### src/rtl/ppf_dma_pkg.sv
package ppf_dma_pkg;

   typedef enum logic [1:0] {
      ST_IDLE = 2'd0,
      ST_REQ  = 2'd1,
      ST_HOLD = 2'd2
   } req_st_e;

   // clock cycles covering a time in ns, rounded up
   function automatic int hold_cycles(input int clk_mhz, input int time_ns);
      return (time_ns * clk_mhz + 999) / 1000;
   endfunction

endpackage

### src/rtl/ppf_strobe_sync.sv
module ppf_strobe_sync #(
   parameter int STAGES = 2
) (
   input  logic clk,
   input  logic rst_n,
   input  logic pin_n_i,
   output logic act_o
);
   if (STAGES < 2) begin : g_bad_stages
      $error("ppf_strobe_sync: STAGES must be at least 2");
   end

   logic [STAGES:0] chain;
   assign chain[0] = pin_n_i;

   for (genvar i = 0; i < STAGES; i++) begin : g_stage
      always_ff @(posedge clk or negedge rst_n) begin
         if (!rst_n) chain[i+1] <= 1'b1;
         else        chain[i+1] <= chain[i];
      end
   end

   assign act_o = ~chain[STAGES];
endmodule

### src/rtl/ppf_burst_gate.sv
module ppf_burst_gate #(
   parameter int BURST_MAX = 32,
   localparam int CW = (BURST_MAX > 1) ? $clog2(BURST_MAX) : 1
) (
   input  logic clk,
   input  logic rst_n,
   input  logic en_i,
   input  logic beat_i,
   output logic cap_o
);
   if (BURST_MAX < 1) begin : g_bad_burst
      $error("ppf_burst_gate: BURST_MAX must be at least 1");
   end

   localparam logic [CW-1:0] LAST = CW'(BURST_MAX - 1);

   logic [CW-1:0] cnt_q;

   assign cap_o = en_i & beat_i & (cnt_q == LAST);

   always_ff @(posedge clk or negedge rst_n) begin
      if (!rst_n)            cnt_q <= '0;
      else if (!en_i)        cnt_q <= '0;
      else if (beat_i && !cap_o) cnt_q <= cnt_q + 1'b1;
   end

   AST_BURST_BOUND: assert property (@(posedge clk) disable iff (!rst_n)
      en_i && beat_i && !cap_o |=> cnt_q != '0 || !$past(en_i));
endmodule

### src/rtl/ppf_ack_idle_timer.sv
module ppf_ack_idle_timer #(
   parameter int HOLD_CYC = 70,
   localparam int TW = $clog2(HOLD_CYC + 1)
) (
   input  logic clk,
   input  logic rst_n,
   input  logic en_i,
   input  logic busy_i,
   output logic done_o
);
   if (HOLD_CYC < 1) begin : g_bad_hold
      $error("ppf_ack_idle_timer: HOLD_CYC must be at least 1");
   end

   localparam logic [TW-1:0] TOP = TW'(HOLD_CYC);

   logic [TW-1:0] cnt_q;

   always_ff @(posedge clk or negedge rst_n) begin
      if (!rst_n)            cnt_q <= '0;
      else if (!en_i)        cnt_q <= '0;
      else if (busy_i)       cnt_q <= '0;
      else if (cnt_q != TOP) cnt_q <= cnt_q + 1'b1;
   end

   assign done_o = en_i & ~busy_i & (cnt_q == TOP);

   AST_DONE_AFTER_IDLE: assert property (@(posedge clk) disable iff (!rst_n)
      done_o |-> $past(!busy_i));
endmodule

### src/rtl/ppf_dma_req.sv
module ppf_dma_req
   import ppf_dma_pkg::*;
#(
   parameter int DEPTH       = 16,
   parameter int BURST_MAX   = 32,
   parameter int CLK_MHZ     = 200,
   parameter int HOLD_NS     = 350,
   parameter int SYNC_STAGES = 2,
   localparam int LVL_W      = $clog2(DEPTH + 1)
) (
   input  logic             clk,
   input  logic             rst_n,
   input  logic [LVL_W-1:0] fifo_level_i,
   input  logic [LVL_W-1:0] thr_i,
   input  logic             to_host_i,
   input  logic             dma_en_i,
   input  logic             svc_wr_i,
   input  logic             svc_wr_val_i,
   input  logic             dack_n_i,
   input  logic             rd_n_i,
   input  logic             tc_i,
   output logic             drq_o,
   output logic             irq_o,
   output logic             svc_o,
   output logic             fifo_sel_o
);
   if (DEPTH < 2) begin : g_bad_depth
      $error("ppf_dma_req: DEPTH must be at least 2");
   end
   if (CLK_MHZ < 1 || HOLD_NS < 1) begin : g_bad_time
      $error("ppf_dma_req: CLK_MHZ and HOLD_NS must be positive");
   end

   localparam int              HOLD_CYC = hold_cycles(CLK_MHZ, HOLD_NS);
   localparam logic [LVL_W-1:0] FULL    = LVL_W'(DEPTH);
   localparam logic [LVL_W-1:0] THR_CAP = LVL_W'(DEPTH - 1);
   localparam logic [LVL_W-1:0] ONE     = LVL_W'(1);

   // ---------------- strobe synchronisers and edges ----------------
   logic ack_act, ack_act_d, rd_act, rd_act_d;
   logic ack_fall, rd_fall;

   ppf_strobe_sync #(.STAGES(SYNC_STAGES)) u_ack_sync (
      .clk(clk), .rst_n(rst_n), .pin_n_i(dack_n_i), .act_o(ack_act));

   ppf_strobe_sync #(.STAGES(SYNC_STAGES)) u_rd_sync (
      .clk(clk), .rst_n(rst_n), .pin_n_i(rd_n_i), .act_o(rd_act));

   always_ff @(posedge clk or negedge rst_n) begin
      if (!rst_n) begin
         ack_act_d <= 1'b0;
         rd_act_d  <= 1'b0;
      end else begin
         ack_act_d <= ack_act;
         rd_act_d  <= rd_act;
      end
   end

   assign ack_fall = ack_act & ~ack_act_d;
   assign rd_fall  = rd_act & ~rd_act_d;

   assign fifo_sel_o = ~dack_n_i;

   // ---------------- service flag and terminal count ----------------
   logic svc_q, tc_pend_q, pio_q;
   logic tc_evt, dma_ok, pio_mode, pio_hit, want, last_drop;
   logic [LVL_W-1:0] eff_thr, free_sp;

   assign tc_evt = tc_i & ack_act;
   assign dma_ok = dma_en_i & ~svc_q;

   always_ff @(posedge clk or negedge rst_n) begin
      if (!rst_n) begin
         svc_q     <= 1'b0;
         tc_pend_q <= 1'b0;
      end else if (tc_evt) begin
         svc_q     <= 1'b1;
         tc_pend_q <= 1'b1;
      end else if (svc_wr_i) begin
         svc_q <= svc_wr_val_i;
         if (!svc_wr_val_i) tc_pend_q <= 1'b0;
      end
   end

   // ---------------- programmed-I/O threshold interrupt ----------------
   assign eff_thr  = (thr_i > THR_CAP) ? THR_CAP : thr_i;
   assign free_sp  = FULL - fifo_level_i;
   assign pio_mode = ~dma_en_i & ~svc_q;
   assign pio_hit  = to_host_i ? (fifo_level_i >= eff_thr) : (free_sp >= eff_thr);

   always_ff @(posedge clk or negedge rst_n) begin
      if (!rst_n) pio_q <= 1'b0;
      else        pio_q <= pio_mode & pio_hit;
   end

   assign irq_o = tc_pend_q | pio_q;
   assign svc_o = svc_q;

   // ---------------- request state machine ----------------
   req_st_e st_q, st_d;
   logic    cap_hit, hold_done, in_req, in_hold;

   assign want      = to_host_i ? (fifo_level_i != '0) : (fifo_level_i != FULL);
   assign last_drop = to_host_i & (fifo_level_i == ONE) &
                      (ack_fall | (rd_fall & ack_act));
   assign in_req    = (st_q == ST_REQ);
   assign in_hold   = (st_q == ST_HOLD);

   ppf_burst_gate #(.BURST_MAX(BURST_MAX)) u_burst (
      .clk(clk), .rst_n(rst_n), .en_i(in_req), .beat_i(ack_fall), .cap_o(cap_hit));

   ppf_ack_idle_timer #(.HOLD_CYC(HOLD_CYC)) u_hold (
      .clk(clk), .rst_n(rst_n), .en_i(in_hold), .busy_i(ack_act), .done_o(hold_done));

   always_comb begin
      st_d = st_q;
      unique case (st_q)
         ST_IDLE: if (dma_ok && want && !tc_evt) st_d = ST_REQ;
         ST_REQ: begin
            if (tc_evt || !dma_ok)  st_d = ST_IDLE;
            else if (cap_hit)       st_d = ST_HOLD;
            else if (last_drop)     st_d = ST_IDLE;
            else if (!want)         st_d = ST_IDLE;
         end
         ST_HOLD: if (tc_evt || hold_done) st_d = ST_IDLE;
         default: st_d = ST_IDLE;
      endcase
   end

   always_ff @(posedge clk or negedge rst_n) begin
      if (!rst_n) st_q <= ST_IDLE;
      else        st_q <= st_d;
   end

   assign drq_o = in_req;

   // ---------------- assertions ----------------
   AST_RISE_NEEDS_WORK: assert property (@(posedge clk) disable iff (!rst_n)
      $rose(drq_o) |-> $past(want && dma_ok));
   AST_TC_SETS_SVC: assert property (@(posedge clk) disable iff (!rst_n)
      tc_evt |=> svc_o && irq_o && !drq_o);
   AST_SVC_BLOCKS_DRQ: assert property (@(posedge clk) disable iff (!rst_n)
      svc_q && $past(svc_q) |-> !drq_o);
   AST_HOLD_BLOCKS: assert property (@(posedge clk) disable iff (!rst_n)
      in_hold && !hold_done |=> !drq_o);
   AST_PIO_NO_DRQ: assert property (@(posedge clk) disable iff (!rst_n)
      $past(!dma_en_i) |-> !drq_o);
   AST_ACK_EDGE_PULSE: assert property (@(posedge clk) disable iff (!rst_n)
      ack_fall |=> !ack_fall);
   AST_SEL_FOLLOWS_ACK: assert property (@(posedge clk) disable iff (!rst_n)
      fifo_sel_o == !dack_n_i);
endmodule

### config.mk
export PLATFORM = sky130hd
export DESIGN_NAME = ppf_dma_req
export DESIGN_NICKNAME = d
export VERILOG_FILES = /design/src/rtl/ppf_dma_pkg.sv /design/src/rtl/ppf_strobe_sync.sv /design/src/rtl/ppf_burst_gate.sv /design/src/rtl/ppf_ack_idle_timer.sv /design/src/rtl/ppf_dma_req.sv
export SDC_FILE = /design/constraint.sdc
export NUM_CORES = 1
export LEC_CHECK = 0
export ABC_AREA = 1
export CORE_ASPECT_RATIO = 0.6
export CORE_MARGIN = 1.5
export CORE_UTILIZATION = 44
export DETAILED_ROUTE_END_ITERATION = 6
export HOLD_SLACK_MARGIN = 0.06
export PLACE_DENSITY = 0.69
export SLEW_MARGIN = 0
export SYNTH_ARGS = -nofsm -noshare
export SYNTH_HDL_FRONTEND = slang
export SYNTH_SLANG_ARGS = --single-unit
### constraint.sdc
create_clock -name clk -period 1.4 [get_ports clk]
set_input_delay 0.14 -clock clk [delete_from_list [all_inputs] [get_ports clk]]
set_output_delay 0.14 -clock clk [all_outputs]
set_load 0.005 [all_outputs]
==> impl_results.md, run 1 <==
- Vias in the first global route: ~1300
- DR DRC count: 0
- Final min period: around 1.5 ns
- GP Congestion: slightly below 1
- CP Capture Type: flip-flop
- Max-cap violation count: 0
- Sequential share of the synthesized area: around 40%
- Starting Density: between 40 and 50%
- Clk sinks: 23
- Post-synth EDFFs: 0
- Final WL: roughly 3500 um
- Htree depth: 1
- Avg Cell Area, Syn: between 7 and 8 um2
- CTS tree: built
- CP Launch Type: flip-flop
- IO Pins: 23
- Initial antenna violation count: 0
- Design area: approximately 2100 um2
- Synth Cell Area: between 1000 and 1500 um2
- Clk pin slew, worst setup/hold paths: ~0.08 ns
- Final setup fails: 7
- Post-place instance area: around 1900 um2
- Final setup TNS: -0.8158 ns
- Failing checks: negative setup slack
- Count leader, synth: nand2_1
- Synth cell types: 27
- Final hold violation count: 0
- Pre-antenna DRT Iters: 4
- I/O Buffers: 22
- Die outline width: around 77 um
- RR Startpoint: u_burst.cnt_q[0]$_DFFE_PN0P_
- CP arrival: 1.70 ns
- Pwr dens: around 670 nW/um2
- Worst setup margin: -0.1444 ns
- First-pass GRT wire length: between 5000 and 6000 um
- Clk buf depth: 2
- CTS buffer count: 3
- CP Class: flip-flop to flip-flop
- Leak pwr: approximately 0.0011 uW
- # hold bufs at CTS: 0
- Post-synth ARST share: between 90% and 100%
- Fillers: 247
- Post-Synthesis Cells: roughly 190
- GRT Residual Overflow: 0
- DR vias/cell: around 4.7
- Clock root cell: clkbuf_8
- Ys flop type: dfrtp_1
- Yosys top cell area share: around a third
- GRT Util Overall: 20.41%
- R2R Path End: u_burst.cnt_q[2]$_DFFE_PN0P_
- Routed vias: roughly 1300
- Site Rows: 15
- WL per Instance: around 12 um
- Max Freq: approximately 650 MHz
- RSZ-0062 raised after global routing: yes
- Synth cell count leaders: nand2_1 (47), inv_1 (26), nor2_1 (22)
- Hold WC Path Type: input port to async pin
- Fin util: 69.58%
- CORE AREA: 3003 um2
- Largest net degree at the start of global routing: 24
- Synth top area cells: dfrtp_1 (33%), nand2_1 (12%), ha_1 (11%), dfstp_2 (7.2%), inv_1 (6.7%)
- Worst skew pair latency: roughly 0.26 ns
- Critical path fanouts, max: 3
- Pre-CTS setup slack: -0.5158 ns
- Layout cell share with drive strength beyond 1: between 30% and 40%
- Maximum vdd drop: ~0.56 mV
- Die Span Y: between 40 and 50 um
- Synth area leader: dfrtp_1
- Final ANT Viol Nets: 0
- Switching Fraction: between 20% and 30%
- Part of the power in registers: between 50 and 60%
- Clock power frac: a little under a third
- Synth-to-layout area growth: 43.72%
- Synth Warn #: 0
- NetSw: about 370 uW
- Final #Nets: between 200 and 300
- Worst EP required: 1.56 ns
- Comb power frac: 19.7%
- Fin. max-slew vios: 0
- Int Pwr: between 1000 and 1500 uW
- Detail Placement HPWL: around 2700 um
- 1st-iter DRT viols: 52
- Worst Skew: around 0.0026 ns
- Die Footprint: between 3000 and 4000 um2
- Status: complete, but fails checks
- Worst Reg-to-Reg Cells: 11
- Slack of the worst reg-to-reg path: -0.14 ns
- Flops & latches, synth: 23
- Final Cycle Share: 110.3%
- N_diodes: 0
## per-stage QoR
stage | total power (uW) | hold WS [ns] | instances
after detailed placement | 966.6 | 0.3502 | 274
after global routing | 1458 | 0.2615 | 286
final | 1391 | 0.2274 | 286
after global placement | 957.8 | 0.3464 | 274
after floorplan | 818.0 | -0.1556 | 190
after CTS | 1385 | 0.2364 | 284
## how the worst max path moves through the flow
| stage | end | cells past startpoint | from |
|---|---|---|---|
| floorplan | u_burst.cnt_q[2]$_DFFE_PN0P_ | 11 | u_burst.cnt_q[0]$_DFFE_PN0P_ |
| global placement | pio_q$_DFF_PN0_ | 10 | fifo_level_i[0] |
| detailed placement | pio_q$_DFF_PN0_ | 10 | fifo_level_i[0] |
| CTS | u_burst.cnt_q[2]$_DFFE_PN0P_ | 11 | u_burst.cnt_q[1]$_DFFE_PN0P_ |
| global route | u_burst.cnt_q[2]$_DFFE_PN0P_ | 11 | u_burst.cnt_q[0]$_DFFE_PN0P_ |
| finish | u_burst.cnt_q[2]$_DFFE_PN0P_ | 11 | u_burst.cnt_q[0]$_DFFE_PN0P_ |
## flip-flops by register name, summed over array words and instances, names as in the netlist
| name | count |
|---|---|
| ack_act_d | 1 |
| tc_pend_q | 1 |
| rd_act_d | 1 |
| u_hold.cnt_q | 7 |
| u_rd_sync.chain | 2 |
| st_q | 2 |
| u_burst.cnt_q | 5 |
| pio_q | 1 |
| u_ack_sync.chain | 2 |
| svc_o | 1 |
## area by class of cell
cell class | count | area [um2] | area share (%)
Clock inverter | 1 | 5.005 | 0.2395
Clock buffer | 3 | 41.29 | 1.976
Sequential cell | 23 | 580.6 | 27.78
Timing Repair Buffer | 50 | 437.9 | 20.96
Inverter | 30 | 112.6 | 5.389
Tap cell | 42 | 52.55 | 2.515
Multi-Input combinational cell | 137 | 859.6 | 41.14
## cell families (layout without fill, tap and decap cells)
family | after synthesis | in the layout | synth area share, %
AO/OA/AOI/OAI | 18 | 18 | 6.971
XOR/XNOR | 3 | 3 | 1.808
adder cells (fa/ha/maj) | 13 | 13 | 11.19
buffers and inverters | 30 | 84 | 7.745
flip-flops | 23 | 23 | 39.93
other | 1 | 2 | 0.2579
AND/OR/NAND/NOR | 101 | 101 | 32.10
## critical path: stages, from the launching register on
cell     delay, ns
dfrtp_1       0.36
ha_2          0.18
inv_2         0.04
nor2_2        0.07
ha_2          0.18
inv_2         0.05
nor3_4        0.14
nand2_2       0.10
nand2_4       0.09
nor2_2        0.04
xnor2_1       0.13
nor2_1        0.06
## cell usage in the layout, fill, tap and decap left out, types with 2 or more instances in the layout
cell              n
buf_4            25
nor3_4            3
a21oi_1           4
a21oi_2           3
nand3_1          13
ha_1              9
nand2_1          46
dfstp_2           4
nor2_1           18
conb_1            2
nor2_2            6
inv_2            10
o21ai_1           2
o21ai_0           6
nand3b_1          2
clkbuf_8          3
dlygate4sd2_1     5
dfrtp_1          19
buf_6             3
ha_4              2
ha_2              2
inv_1            20
xnor2_1           2
nand2_2           5
clkdlybuf4s50_1  16
## timing repair
item                       4_1_cts  5_1_grt
setup endpoints to repair       11       11
hold endpoints to repair         0        0
gates resized for setup         23       10
setup buffers                    8        2
pin swaps                       11       10
## power groups by stage
stage | Combinational [uW] | Sequential [uW] | Clock, uW
2_1_floorplan | 110 | 708 | 0
3_3_place_gp | 249 | 709 | 0
3_5_place_dp | 256 | 710 | 0
4_1_cts | 261 | 699 | 425
5_1_grt | 306 | 702 | 450
6_report | 275 | 699 | 417
## layer usage
metal  wire [um]  global-route usage, %  share of wire [%]  vias up
met2        1616                  34.39                 46       22
met5           0                      0                  0        -
met3         114                  5.143                3.2        0
met4           0                  3.273                  0        0
met1        1790                  27.95                 51      606
li1            -                      -                  -      703
(Power assumes the default switching activity.)
==> run 2, diff against run 1 <==
--- a/config.mk
+++ b/config.mk
@@ -7,7 +7,6 @@
 export LEC_CHECK = 0
 export ABC_AREA = 1
 export CORE_ASPECT_RATIO = 0.6
-export CORE_MARGIN = 1.5
 export CORE_UTILIZATION = 44
 export DETAILED_ROUTE_END_ITERATION = 6
 export HOLD_SLACK_MARGIN = 0.06
==> run 2 against run 1 <==
  * The flow still finishes with violations (negative setup slack)
  * Global-route usage grew 1.2 points
  * Flip-flop and latch count is the same
  * Worst setup slack gained 0.023 ns
  * Design area grew 1.0%
  * Fmax grew 1.5%
  * Via count grew 1.1%
  * Clock skew shrank 0.0011 ns
  * Non-clock buffer count grew 1
  * Total power grew 0.48%
  * Final cell count grew 0.35%
  * Combinational power grew 2%
  * Sequential share of layout area shrank 0.28 points
  * Critical path type unchanged
==> impl_results.md, run 2 (same netlist as run 1, synthesis figures left out) <==
- Worst Skew: 0.001555 ns (was 0.002643 ns)
- Vias in the first global route: 1233 (was 1258)
- Critical path capture point: st_q[1]$_DFFE_PN0P_ (was u_burst.cnt_q[2]$_DFFE_PN0P_)
- Clk sinks: 23 (unchanged)
- Final hold violation count: 0 (unchanged)
- CP arrival: 1.72 ns (was 1.70 ns)
- Largest net degree at the start of global routing: 24 (unchanged)
- Leak pwr: 0.001040 uW (was 0.001054 uW)
- Met3 usage: 5.149% (was 5.143%)
- Htree depth: 1 (unchanged)
- CP Class: flip-flop to flip-flop (unchanged)
- Worst Reg-to-Reg Cells: 10 (was 11)
- GP Congestion: 0.9792 (was 0.9690)
- Hold WC Path Type: input port to async pin (unchanged)
- 1st-iter DRT viols: 108 (was 52)
- Largest Register: u_hold.cnt_q (unchanged)
- WL per Instance: 11.93 um (was 12.31 um)
- Final WL: 3423 um (was 3521 um)
- Clock root cell: clkbuf_8 (unchanged)
- RR Startpoint: u_burst.cnt_q[1]$_DFFE_PN0P_ (was u_burst.cnt_q[0]$_DFFE_PN0P_)
- Crit-path slowest cell: dfrtp_1 (unchanged)
- Fin. max-slew vios: 0 (unchanged)
- WP depth: 10 (was 11)
- IO Pins: 23 (unchanged)
- Clk pin slew, worst setup/hold paths: 0.08 ns (about the same)
- Tot Pwr: 1398 uW (was 1391 uW)
- Most common cell after layout, fill and taps aside: nand2_1 (unchanged)
- Die Footprint: 3546 um2 (was 3669 um2)
- Detail Placement HPWL: 2649 um (was 2717 um)
- First-pass GRT wire length: 5658 um (was 5616 um)
- # hold bufs at CTS: 0 (unchanged)
- Status: complete, but fails checks (unchanged)
- CP max stage delay: 0.36 ns (about the same)
- Critical path fanouts, max: 2 (was 3)
- Site Rows: 15 (unchanged)
- Crit path max-delay family: flip-flops (was simple AND/OR/NAND/NOR gates)
- CP Capture Type: flip-flop (unchanged)
- GRT Util Overall: 21.56% (was 20.41%)
- Synth-to-layout area growth: 45.18% (was 43.72%)
- Routed vias: 1346 (was 1331)
- CTS tree: built (unchanged)
- Initial antenna violation count: 0 (unchanged)
- Largest regs: u_hold.cnt_q x7, u_burst.cnt_q x5 (unchanged)
- Grt met2 use: 34.05% (was 34.39%)
- Die outline width: 76.21 um (was 77.21 um)
- Starting Density: 48.42% (unchanged)
- Most frequent cells in the layout: nand2_1 (46), buf_4 (26), inv_1 (20), nor2_1 (19), dfrtp_1 (19) (was nand2_1 (46), buf_4 (25), inv_1 (20), dfrtp_1 (19), nor2_1 (18))
- Die Span Y: 46.53 um (was 47.53 um)
- Worst skew pair latency: 0.27 ns (was 0.26 ns)
- CP Cell Sequence: ha_2 > inv_2 > nor2_2 > ha_2 > inv_2 > nor3_4 > nand2_2 > buf_4 > buf_6 > o21ai_2 (was ha_2 > inv_2 > nor2_2 > ha_2 > inv_2 > nor3_4 > nand2_2 > nand2_4 > nor2_2 > xnor2_1 > nor2_1)
- R2R Path End: st_q[1]$_DFFE_PN0P_ (was u_burst.cnt_q[2]$_DFFE_PN0P_)
- I/O Buffers: 22 (unchanged)
- DR DRC count: 0 (unchanged)
- CP Launch Type: flip-flop (unchanged)
- Final #Nets: 278 (was 277)
- Failing checks: negative setup slack (unchanged)
- Clk buf depth: 2 (unchanged)
- RSZ-0062 raised after global routing: yes (unchanged)
- Slack of the worst reg-to-reg path: -0.12 ns (was -0.14 ns)
- Pre-antenna DRT Iters: 4 (unchanged)
- Worst setup margin: -0.1218 ns (was -0.1444 ns)
- GRT Residual Overflow: 0 (unchanged)
- Pwr dens: 662.1 nW/um2 (was 665.7 nW/um2)
- Max-cap violation count: 0 (unchanged)
- Final setup fails: 7 (unchanged)
- CTS buffer count: 3 (unchanged)
- Max Freq: 657.1 MHz (was 647.5 MHz)
- Final min period: 1.522 ns (was 1.544 ns)
- Max reg flops: 7 (unchanged)
- Met1 usage: 30.54% (was 27.95%)
- Critical path buffers and inverters: 4 (was 2)
- CP Launch Point: u_burst.cnt_q[1]$_DFFE_PN0P_ (was u_burst.cnt_q[0]$_DFFE_PN0P_)
- Worst EP required: 1.60 ns (was 1.56 ns)
- N_diodes: 0 (unchanged)
- Gr busiest metal: met2 (unchanged)
- Maximum vdd drop: 0.5863 mV (was 0.5567 mV)
- Final Cycle Share: 108.7% (was 110.3%)
- Final ANT Viol Nets: 0 (unchanged)
- CORE AREA: 3003 um2 (unchanged)
- Fin util: 70.29% (was 69.58%)
- Layout cell share with drive strength beyond 1: 30.61% (was 30.74%)
- DR vias/cell: 4.690 (was 4.654)
## run 2: cell type report
cell class              count  area (um2)
clock buffers               3       41.29
clock inverters             1       7.507
fillers                   240       892.1
inverters                  30       112.6
multi-input cells         137       867.1
flip-flops and latches     23       580.6
well taps                  42       52.55
repair buffers             51       449.2
## run 2: how the worst min path moves through the flow
stage | from | end | slack [ns] | cells past startpoint
after CTS | rst_n | u_burst.cnt_q[1]$_DFFE_PN0P_ | 0.23 | 2
final | rst_n | u_burst.cnt_q[1]$_DFFE_PN0P_ | 0.22 | 2
after global routing | rst_n | u_burst.cnt_q[0]$_DFFE_PN0P_ | 0.25 | 2
after floorplan | rst_n | ack_act_d$_DFF_PN0_ | -0.16 | 0
after global placement | u_rd_sync.chain[1]$_DFF_PN1_ | u_rd_sync.chain[2]$_DFF_PN1_ | 0.35 | 0
after detailed placement | u_rd_sync.chain[1]$_DFF_PN1_ | u_rd_sync.chain[2]$_DFF_PN1_ | 0.35 | 0
## run 2: report_power, final
group	leakage, uW	internal (uW)	switching [uW]
Sequential	0.000296	686	12.1
Clock	0.0000217	202	218
Combinational	0.000722	140	140
Total	0.00104	1030	370
## run 2: repair_timing
action	CTS	global route
resized for setup	22	13
gates cloned	0	0
setup buffers	7	2
pin swaps	12	17
endpoints found under the setup margin	12	12
## run 2: metrics by stage
step	hold WS (ns)	setup slack, ns	cells	TNS [ns]	cell area [um2]
floorplan	-0.1556	-0.05350	190	-0.1444	1463
global placement	0.3466	-0.4163	275	-1.195	1893
detailed placement	0.3484	-0.4465	275	-1.559	1893
CTS	0.2262	-0.1958	285	-1.104	2021
global route	0.2484	-0.2408	287	-1.480	2111
finish	0.2170	-0.1218	287	-0.6602	2111
## run 2: metal layers
layer  wire length, um  part of all wire, %
met5                 0                    0
met4                19                 0.56
met3               166                  4.8
met2              1437                   42
met1              1800                   53
